<file path="src/rtl/lcd_seq_pkg.sv">
// Shared types and the script ROM for the display register-script sequencer.
// Assumes: all scripts together fit in 2**ROM_AW steps; waits fit in MS_W bits.
package lcd_seq_pkg;

    localparam int ROM_AW = 6;
    localparam int MS_W   = 10;
    localparam int FRM_W  = 24;

    localparam logic [7:0] SEL_HDR = 8'h70;
    localparam logic [7:0] VAL_HDR = 8'h72;

    // Script placement inside the ROM (first and last step of each)
    localparam logic [ROM_AW-1:0] INIT_FIRST = 6'd0;
    localparam logic [ROM_AW-1:0] INIT_FINAL = 6'd46;
    localparam logic [ROM_AW-1:0] RGB_FIRST  = 6'd47;
    localparam logic [ROM_AW-1:0] RGB_FINAL  = 6'd50;
    localparam logic [ROM_AW-1:0] DOWN_FIRST = 6'd51;
    localparam logic [ROM_AW-1:0] DOWN_FINAL = 6'd55;
    localparam logic [ROM_AW-1:0] UP_FIRST   = 6'd56;
    localparam logic [ROM_AW-1:0] UP_FINAL   = 6'd60;

    typedef struct packed {
        logic [7:0]      regno;
        logic [15:0]     word;
        logic [MS_W-1:0] wait_ms;
    } step_t;

    typedef enum logic [1:0] {TX_IDLE, TX_LOW, TX_HIGH, TX_GAP} tx_state_t;

    typedef enum logic [2:0] {
        SQ_BOOT, SQ_SEL, SQ_SEL_W, SQ_VAL, SQ_VAL_W, SQ_WAIT, SQ_NEXT, SQ_IDLE
    } sq_state_t;

    // Script ROM: one step per address, {register, value, wait}
    function automatic step_t step_at(input logic [ROM_AW-1:0] a);
        step_t s;
        case (a)
            6'd0:  s = {8'h01, 16'h0000, 10'd0};
            6'd1:  s = {8'h02, 16'h0700, 10'd0};
            6'd2:  s = {8'h03, 16'h50A0, 10'd0};
            6'd3:  s = {8'h04, 16'h0000, 10'd0};
            6'd4:  s = {8'h08, 16'h0606, 10'd0};
            6'd5:  s = {8'h09, 16'h0000, 10'd0};
            6'd6:  s = {8'h0A, 16'h0000, 10'd0};
            6'd7:  s = {8'h0C, 16'h0000, 10'd0};
            6'd8:  s = {8'h0D, 16'h0000, 10'd0};
            6'd9:  s = {8'h0F, 16'h0002, 10'd0};
            6'd10: s = {8'h11, 16'h0007, 10'd0};
            6'd11: s = {8'h12, 16'h0000, 10'd0};
            6'd12: s = {8'h13, 16'h0000, 10'd200};
            6'd13: s = {8'h07, 16'h0101, 10'd0};
            6'd14: s = {8'h10, 16'h12B0, 10'd0};
            6'd15: s = {8'h11, 16'h0007, 10'd0};
            6'd16: s = {8'h12, 16'h01BB, 10'd50};
            6'd17: s = {8'h13, 16'h0013, 10'd0};
            6'd18: s = {8'h29, 16'h0010, 10'd50};
            6'd19: s = {8'h30, 16'h000A, 10'd0};
            6'd20: s = {8'h31, 16'h1326, 10'd0};
            6'd21: s = {8'h32, 16'h0A29, 10'd0};
            6'd22: s = {8'h35, 16'h0A0A, 10'd0};
            6'd23: s = {8'h36, 16'h1E03, 10'd0};
            6'd24: s = {8'h37, 16'h031E, 10'd0};
            6'd25: s = {8'h38, 16'h0706, 10'd0};
            6'd26: s = {8'h39, 16'h0303, 10'd0};
            6'd27: s = {8'h3C, 16'h010E, 10'd0};
            6'd28: s = {8'h3D, 16'h040E, 10'd0};
            6'd29: s = {8'h50, 16'h0000, 10'd0};
            6'd30: s = {8'h51, 16'h00EF, 10'd0};
            6'd31: s = {8'h52, 16'h0000, 10'd0};
            6'd32: s = {8'h53, 16'h013F, 10'd0};
            6'd33: s = {8'h60, 16'h2700, 10'd0};
            6'd34: s = {8'h61, 16'h0001, 10'd0};
            6'd35: s = {8'h6A, 16'h0000, 10'd0};
            6'd36: s = {8'h80, 16'h0000, 10'd0};
            6'd37: s = {8'h81, 16'h0000, 10'd0};
            6'd38: s = {8'h82, 16'h0000, 10'd0};
            6'd39: s = {8'h83, 16'h0000, 10'd0};
            6'd40: s = {8'h84, 16'h0000, 10'd0};
            6'd41: s = {8'h85, 16'h0000, 10'd0};
            6'd42: s = {8'h90, 16'h0010, 10'd0};
            6'd43: s = {8'h92, 16'h0000, 10'd0};
            6'd44: s = {8'h95, 16'h0210, 10'd0};
            6'd45: s = {8'h97, 16'h0000, 10'd0};
            6'd46: s = {8'h07, 16'h0133, 10'd0};
            6'd47: s = {8'h03, 16'h1080, 10'd0};
            6'd48: s = {8'h20, 16'h0000, 10'd0};
            6'd49: s = {8'h21, 16'h0000, 10'd0};
            6'd50: s = {8'h0C, 16'h0111, 10'd500};
            6'd51: s = {8'h07, 16'h0131, 10'd100};
            6'd52: s = {8'h07, 16'h0130, 10'd100};
            6'd53: s = {8'h07, 16'h0100, 10'd0};
            6'd54: s = {8'h10, 16'h0280, 10'd0};
            6'd55: s = {8'h12, 16'h018B, 10'd0};
            6'd56: s = {8'h10, 16'h1280, 10'd0};
            6'd57: s = {8'h07, 16'h0101, 10'd100};
            6'd58: s = {8'h07, 16'h0121, 10'd0};
            6'd59: s = {8'h07, 16'h0123, 10'd100};
            6'd60: s = {8'h07, 16'h0133, 10'd10};
            default: s = '0;
        endcase
        return s;
    endfunction

endpackage

</file>
<file path="src/rtl/lcd_seq_tick.sv">
// Millisecond tick generator.
// Counts system clocks only while `run` is high and restarts from zero
// whenever `run` drops, so a wait of N ms lasts exactly N*TICK_DIV cycles.
// Assumes TICK_DIV >= 1.
module lcd_seq_tick #(
    parameter int TICK_DIV = 100000
) (
    input  logic clk,
    input  logic rst_n,
    input  logic run,
    output logic tick
);
    localparam int CW = (TICK_DIV > 1) ? $clog2(TICK_DIV) : 1;
    localparam logic [CW-1:0] TOP = CW'(TICK_DIV - 1);

    logic [CW-1:0] cnt;

    // Free-running divider while a wait is in progress
    always_ff @(posedge clk) begin
        if (!rst_n || !run) begin
            cnt <= '0;
        end else if (cnt == TOP) begin
            cnt <= '0;
        end else begin
            cnt <= cnt + 1'b1;
        end
    end

    assign tick = run && (cnt == TOP);

    generate
        if (TICK_DIV > 1) begin : g_tick_chk

            tick_single_chk: assert property (@(posedge clk) disable iff (!rst_n)
                tick |=> !tick);
        end
    endgenerate

endmodule

</file>
<file path="src/rtl/lcd_seq_spi_tx.sv">
// Serial frame transmitter, SPI mode 0, MSB first.
// A one-cycle `start` while `ready` loads a FRM_W-bit frame. Chip-select
// stays low for the whole frame and high for a HALF-cycle gap afterwards.
// Assumes `start` is only raised while `ready` is high.
module lcd_seq_spi_tx #(
    parameter int FRM_W = 24,
    parameter int HALF  = 2
) (
    input  logic             clk,
    input  logic             rst_n,
    input  logic             start,
    input  logic [FRM_W-1:0] frame,
    output logic             ready,
    output logic             cs_n,
    output logic             sclk,
    output logic             mosi
);
    import lcd_seq_pkg::*;

    localparam int DW = (HALF > 1) ? $clog2(HALF) : 1;
    localparam int BW = $clog2(FRM_W);
    localparam logic [DW-1:0] DTOP = DW'(HALF - 1);
    localparam logic [BW-1:0] BTOP = BW'(FRM_W - 1);

    tx_state_t        st;
    logic [DW-1:0]    div;
    logic [BW-1:0]    bits;
    logic [FRM_W-1:0] sh;

    // Bit-level shifter and serial clock generator
    always_ff @(posedge clk) begin
        if (!rst_n) begin
            st   <= TX_IDLE;
            div  <= '0;
            bits <= '0;
            sh   <= '0;
            cs_n <= 1'b1;
            sclk <= 1'b0;
        end else begin
            case (st)
                TX_IDLE: begin
                    if (start) begin
                        sh   <= frame;
                        cs_n <= 1'b0;
                        bits <= '0;
                        div  <= '0;
                        st   <= TX_LOW;
                    end
                end
                TX_LOW: begin
                    if (div == DTOP) begin
                        div  <= '0;
                        sclk <= 1'b1;
                        st   <= TX_HIGH;
                    end else begin
                        div <= div + 1'b1;
                    end
                end
                TX_HIGH: begin
                    if (div == DTOP) begin
                        div  <= '0;
                        sclk <= 1'b0;
                        if (bits == BTOP) begin
                            cs_n <= 1'b1;
                            st   <= TX_GAP;
                        end else begin
                            bits <= bits + 1'b1;
                            sh   <= {sh[FRM_W-2:0], 1'b0};
                            st   <= TX_LOW;
                        end
                    end else begin
                        div <= div + 1'b1;
                    end
                end
                default: begin
                    if (div == DTOP) begin
                        div <= '0;
                        st  <= TX_IDLE;
                    end else begin
                        div <= div + 1'b1;
                    end
                end
            endcase
        end
    end

    assign ready = (st == TX_IDLE);
    assign mosi  = cs_n ? 1'b0 : sh[FRM_W-1];


    idle_clk_low_chk: assert property (@(posedge clk) disable iff (!rst_n)
        cs_n |-> !sclk);

    mosi_hold_chk: assert property (@(posedge clk) disable iff (!rst_n)
        (sclk && $past(sclk)) |-> $stable(mosi));

    cs_in_frame_chk: assert property (@(posedge clk) disable iff (!rst_n)
        $rose(sclk) |-> !cs_n);

endmodule

</file>
<file path="src/rtl/lcd_seq_ctrl.sv">
// Script player.
// Walks the ROM one step at a time: it sends the select frame, then the value
// frame, then waits for the step's delay. Boot plays the init script and then
// the RGB hand-over script. After that it compares the power request level
// with the stored power state whenever it is idle.
// Assumes pwr_req is synchronous to clk.
module lcd_seq_ctrl (
    input  logic                                clk,
    input  logic                                rst_n,
    input  logic                                pwr_req,
    input  logic                                tx_ready,
    input  logic                                tick,
    output logic                                tx_start,
    output logic [lcd_seq_pkg::FRM_W-1:0]       tx_frame,
    output logic                                tick_run,
    output logic                                busy,
    output logic                                done
);
    import lcd_seq_pkg::*;

    sq_state_t        st;
    logic [ROM_AW-1:0] addr;
    logic [ROM_AW-1:0] final_addr;
    logic              in_init;
    logic              boot_done;
    logic              pwr_on;
    logic [MS_W-1:0]   ms_left;
    step_t             cur;

    assign cur = step_at(addr);

    // Step sequencing, waits and power-request handling
    always_ff @(posedge clk) begin
        if (!rst_n) begin
            st         <= SQ_BOOT;
            addr       <= INIT_FIRST;
            final_addr <= INIT_FINAL;
            in_init    <= 1'b1;
            boot_done  <= 1'b0;
            pwr_on     <= 1'b1;
            ms_left    <= '0;
            done       <= 1'b0;
        end else begin
            done <= 1'b0;
            case (st)
                SQ_BOOT: st <= SQ_SEL;
                SQ_SEL:  st <= SQ_SEL_W;
                SQ_SEL_W: if (tx_ready) st <= SQ_VAL;
                SQ_VAL:  st <= SQ_VAL_W;
                SQ_VAL_W: begin
                    if (tx_ready) begin
                        ms_left <= cur.wait_ms;
                        st      <= SQ_WAIT;
                    end
                end
                SQ_WAIT: begin
                    if (ms_left == '0) begin
                        st <= SQ_NEXT;
                    end else if (tick) begin
                        ms_left <= ms_left - 1'b1;
                    end
                end
                SQ_NEXT: begin
                    if (addr != final_addr) begin
                        addr <= addr + 1'b1;
                        st   <= SQ_SEL;
                    end else if (in_init) begin
                        in_init    <= 1'b0;
                        addr       <= RGB_FIRST;
                        final_addr <= RGB_FINAL;
                        st         <= SQ_SEL;
                    end else begin
                        boot_done <= 1'b1;
                        done      <= 1'b1;
                        st        <= SQ_IDLE;
                    end
                end
                default: begin
                    if (pwr_req != pwr_on) begin
                        pwr_on     <= pwr_req;
                        addr       <= pwr_req ? UP_FIRST : DOWN_FIRST;
                        final_addr <= pwr_req ? UP_FINAL : DOWN_FINAL;
                        st         <= SQ_SEL;
                    end
                end
            endcase
        end
    end

    // Frame selection for the transmitter
    always_comb begin
        tx_start = (st == SQ_SEL) || (st == SQ_VAL);
        if (st == SQ_VAL) begin
            tx_frame = {VAL_HDR, cur.word};
        end else begin
            tx_frame = {SEL_HDR, 8'h00, cur.regno};
        end
    end

    assign tick_run = (st == SQ_WAIT);
    assign busy     = (st != SQ_IDLE);


    start_when_ready_chk: assert property (@(posedge clk) disable iff (!rst_n)
        tx_start |-> tx_ready);

    wait_down_chk: assert property (@(posedge clk) disable iff (!rst_n)
        (st == SQ_WAIT && $past(st) == SQ_WAIT) |-> (ms_left <= $past(ms_left)));

    boot_busy_chk: assert property (@(posedge clk) disable iff (!rst_n)
        !boot_done |-> busy);

    done_pulse_chk: assert property (@(posedge clk) disable iff (!rst_n)
        done |=> !done);

    done_idle_chk: assert property (@(posedge clk) disable iff (!rst_n)
        done |-> !busy);

    ignore_same_chk: assert property (@(posedge clk) disable iff (!rst_n)
        (!busy && pwr_req == pwr_on) |=> !busy);

    hold_request_chk: assert property (@(posedge clk) disable iff (!rst_n)
        busy |=> $stable(pwr_on) || $past(st) == SQ_IDLE);

endmodule

</file>
<file path="src/rtl/lcd_script_seq.sv">
// Top level of the display register-script sequencer.
// Ties the script player to the serial transmitter and the millisecond tick.
// Assumes TICK_DIV clock cycles make one millisecond and SCLK_HALF >= 1.
module lcd_script_seq #(
    parameter int TICK_DIV  = 100000,
    parameter int SCLK_HALF = 4
) (
    input  logic clk,
    input  logic rst_n,
    input  logic pwr_req,
    output logic spi_cs_n,
    output logic spi_sclk,
    output logic spi_mosi,
    output logic busy,
    output logic done
);
    import lcd_seq_pkg::*;

    logic             tx_ready;
    logic             tx_start;
    logic [FRM_W-1:0] tx_frame;
    logic             tick;
    logic             tick_run;

    lcd_seq_ctrl u_ctrl (
        .clk      (clk),
        .rst_n    (rst_n),
        .pwr_req  (pwr_req),
        .tx_ready (tx_ready),
        .tick     (tick),
        .tx_start (tx_start),
        .tx_frame (tx_frame),
        .tick_run (tick_run),
        .busy     (busy),
        .done     (done)
    );

    lcd_seq_spi_tx #(.FRM_W(FRM_W), .HALF(SCLK_HALF)) u_tx (
        .clk   (clk),
        .rst_n (rst_n),
        .start (tx_start),
        .frame (tx_frame),
        .ready (tx_ready),
        .cs_n  (spi_cs_n),
        .sclk  (spi_sclk),
        .mosi  (spi_mosi)
    );

    lcd_seq_tick #(.TICK_DIV(TICK_DIV)) u_tick (
        .clk   (clk),
        .rst_n (rst_n),
        .run   (tick_run),
        .tick  (tick)
    );

endmodule

</file>
<file path="config.mk">
export PLATFORM = sky130hd
export DESIGN_NAME = lcd_script_seq
export DESIGN_NICKNAME = d
export VERILOG_FILES = /design/src/rtl/lcd_seq_pkg.sv /design/src/rtl/lcd_seq_tick.sv /design/src/rtl/lcd_seq_spi_tx.sv /design/src/rtl/lcd_seq_ctrl.sv /design/src/rtl/lcd_script_seq.sv
export SDC_FILE = /design/constraint.sdc
export NUM_CORES = 1
export LEC_CHECK = 0
export BUFFER_PORTS_ARGS = -buffer_cell sky130_fd_sc_hd__buf_2
export CAP_MARGIN = 30
export CORE_AREA = 2 2 129 131
export CTS_CLUSTER_SIZE = 12
export DETAILED_ROUTE_END_ITERATION = 10
export DIE_AREA = 0 0 131 133
export PLACE_DENSITY = 0.62
export RECOVER_POWER = 50
export SLEW_MARGIN = 5
export SYNTH_ARGS = -nofsm -noshare
export SYNTH_HDL_FRONTEND = slang
export SYNTH_HIERARCHICAL = 1
export SYNTH_SLANG_ARGS = --single-unit
</file>
<file path="constraint.sdc">
create_clock -name clk -period 3.3 [get_ports clk]
set_clock_uncertainty 0.2 [all_clocks]
set_input_delay 0.495 -clock clk [delete_from_list [all_inputs] [get_ports clk]]
set_output_delay 0.495 -clock clk [all_outputs]
set_load 0.01 [all_outputs]
</file>
==> impl_metrics.toml <==
[sta]
maxSlewHeadroom = 0.3944
hold_slack_ns = 0.2651
final-hold-violation-count = 0
fmax_ghz = 0.3128
finalCriticalPeriod_ns = 3.197
drv_slew = 0
setup_viol = 0
rsz0062_at_grt = "yes"
fin_tns_setup_ns = 0
tightest_slew_ns = 0.9074
post-route-period-util = 0.9689

[floorplanning]
die_h_um = 133
die_w_um = 131
start_util = 0.3880
die_area_sq_um = 17420
rows = 47
io_pins = 8
core_area_sq_um = 16170

[routing]
drt_pass1_iterations = 6
viasPerCell = 5.654
wl_per_cell_um = 16.39
num_vias = 5812
post-route-drc-count = 0
wl_mm = 16.85
antenna_left = 0
first_iter_violations = 626

[clock_tree]
worstSkewPairLatency_ns = 0.36
cts_tree = "done"
htreeDepth = 3
clk_path_buf_depth = 2
cts-buffers-inserted = 9
cts-root-buf = "clkbuf_16"
clk_pin_slew_ns = 0.08
cts_sinks = 110
hold_buffers = 0

[setup_path]
reg2reg_depth = 11
r2r-start = "u_ctrl/addr[2]"
cp-startpoint = "u_ctrl/addr[2]"
cp-start-kind = "flop"
end_kind = "flop"
arrival_ns = 3.25
cp.required_ns = 3.35
cp_max_fo = 8
crit_type = "reg2reg"

[global_routing]
antenna_found_initial = 1
grt_pass1_wl_mm = 27.06
grt_pass1_vias = 5071
overflow = 0
grt_max_degree = 46
grt_util_all_layers = 0.1977

[finish]
n_antenna_cell = 0
drive_above_1_share = 0.1671
syn2layout_area_growth_pct = 14.94
fin_nets = 825
final_core_util = 0.4460

[place]
place_congestion = 0.9557
place_hpwl_mm = 11.81
port_buffers = 7

[synth]
synth_warnings = 6
ys_types = 85
async_reset_ff_frac = 0
ys_dominant_reg_cell = "dfxtp_1"
synthCells = 770
ys_ff_latch = 110
synth_area_sq_um = 6275
seq_area_frac_synth = 0.3509
synth-edff-count = 0
syn_avg_cell_area_sq_um = 8.149

[worst_hold_path]
hold_path.class = "reg2reg"
hold_start = "u_tx/sh[0]"
hold_depth = 2

[run_status]
status = "complete, no violations"

[pwr]
vdd_drop_max_uv = 242.8
power_leakage_nw = 2.726
fin_total_pwr_w = 0.003303
p_per_area_nw_per_um2 = 458.0

[run]
cap_violations = 0
-- metrics by stage --
stage / cell area [sq um] / worst slack [ns] / std cells
finish: 7212 / 0.1026 / 1028
global route: 7212 / -0.03229 / 1028
CTS: 7173 / 0.005261 / 1026
detailed placement: 6805 / 0.005652 / 1010
global placement: 6805 / 0.03298 / 1010
floorplan: 6297 / 0.1564 / 776
-- routing by layer --
metal,part of all wire,vias to the layer above,track usage
met2,0.43,277,0.2835
met4,0.051,2,0.1123
li1,-,2842,-
met1,0.45,2619,0.2785
met3,0.074,72,0.03195
met5,0.00065,-,0
-- final timing paths --
check                   end  slack [ns]
max          u_ctrl/cur[26]        0.10
min              u_tx/sh[0]        0.27
max reg2reg  u_ctrl/cur[26]        0.10
min reg2reg      u_tx/sh[0]        0.27
-- kinds of logic after synthesis --
group	share of synthesized area
XOR/XNOR	0.03729
buffers and inverters	0.06062
adder cells (fa/ha/maj)	0.03789
multiplexers	0.03051
flip-flops	0.3509
AO/OA/AOI/OAI	0.2309
AND/OR/NAND/NOR	0.2506
other	0.001197
-- worst max-delay path: stages (launching register included) --
cell and delay [ns]:
dfxtp_1 0.43, xnor2_4 0.16, nand4_2 0.15, o31a_4 0.40, mux2_4 0.31, and2_4 0.20, clkinv_2 0.11, ha_1 0.30
nand2_1 0.23, a21oi_1 0.23, nor2_1 0.09, a32oi_1 0.29
-- report_power, final --
part | leakage [nW] | internal [W] | switching [W]
logic | 1.65 | 0.000214 | 0.000323
registers | 0.894 | 0.00142 | 0.0000526
clock network | 0.177 | 0.000762 | 0.000536
total | 2.73 | 0.00239 | 0.000912
-- flip-flops by register name, indices dropped and copies added (netlist names), 2 cells and up --
register           count
u_ctrl/cur            31
u_tx/sh               24
u_tick/cnt            17
u_ctrl/ms_left        10
u_ctrl/addr            6
u_ctrl/final_addr      5
u_tx/bits              5
u_ctrl/st              3
u_tx/div               2
u_tx/st                2
-- cell usage in the layout, fill, tap and decap left out, types with 8 or more instances in the layout --
master | synthesis | final
a311oi_1 | 24 | 24
nor4_1 | 10 | 9
nor2_1 | 90 | 90
dfxtp_1 | 110 | 109
nor3_1 | 15 | 15
xnor2_1 | 13 | 12
a21oi_1 | 38 | 38
nand2_1 | 102 | 102
a31oi_1 | 8 | 8
and3_1 | 8 | 8
and2_1 | 16 | 16
nand2b_1 | 8 | 8
a22oi_1 | 8 | 8
inv_1 | 18 | 18
mux2_2 | 9 | 9
o21ai_0 | 41 | 39
buf_4 | 16 | 60
ha_1 | 19 | 18
clkbuf_16 | 0 | 9
nand3_1 | 23 | 23
conb_1 | 2 | 8
-- what timing repair did --
item,in CTS,in global routing
pin swaps,0,1
resized for setup,1,8
buffers inserted,0,2
endpoints found under the hold margin,0,0
endpoints found under the setup margin,1,19
gates cloned,0,0
-- area by class of cell --
class / count / area (sq um)
fill: 1620 / 8960
multi-input combinational: 589 / 3754
sequential: 110 / 2203
timing repair buffer: 70 / 524.3
tap: 220 / 275.3
clock buffer: 9 / 225.2
clock inverter: 7 / 142.6
inverter: 23 / 87.58
-- synth_stat cells (all sizes together) (8+ instances only) --
library cell  instances  share of area
nor4                 10          0.010
ha                   19          0.038
a22oi                 8         0.0096
nand2               103          0.062
nand3                26          0.026
clkbuf               23          0.014
and3                  8         0.0080
nor2                 90          0.054
mux2                 11          0.021
nand4                 8         0.0090
o21ai                48          0.040
inv                  21          0.013
nor3                 17          0.016
dfxtp               110           0.35
o211ai                9          0.014
a311oi               24          0.033
nand2b                8         0.0080
a21oi                39          0.033
xnor2                17          0.030
and2                 17          0.017
a31oi                 8         0.0080
buf                  31          0.033
(Power assumes the default switching activity.)
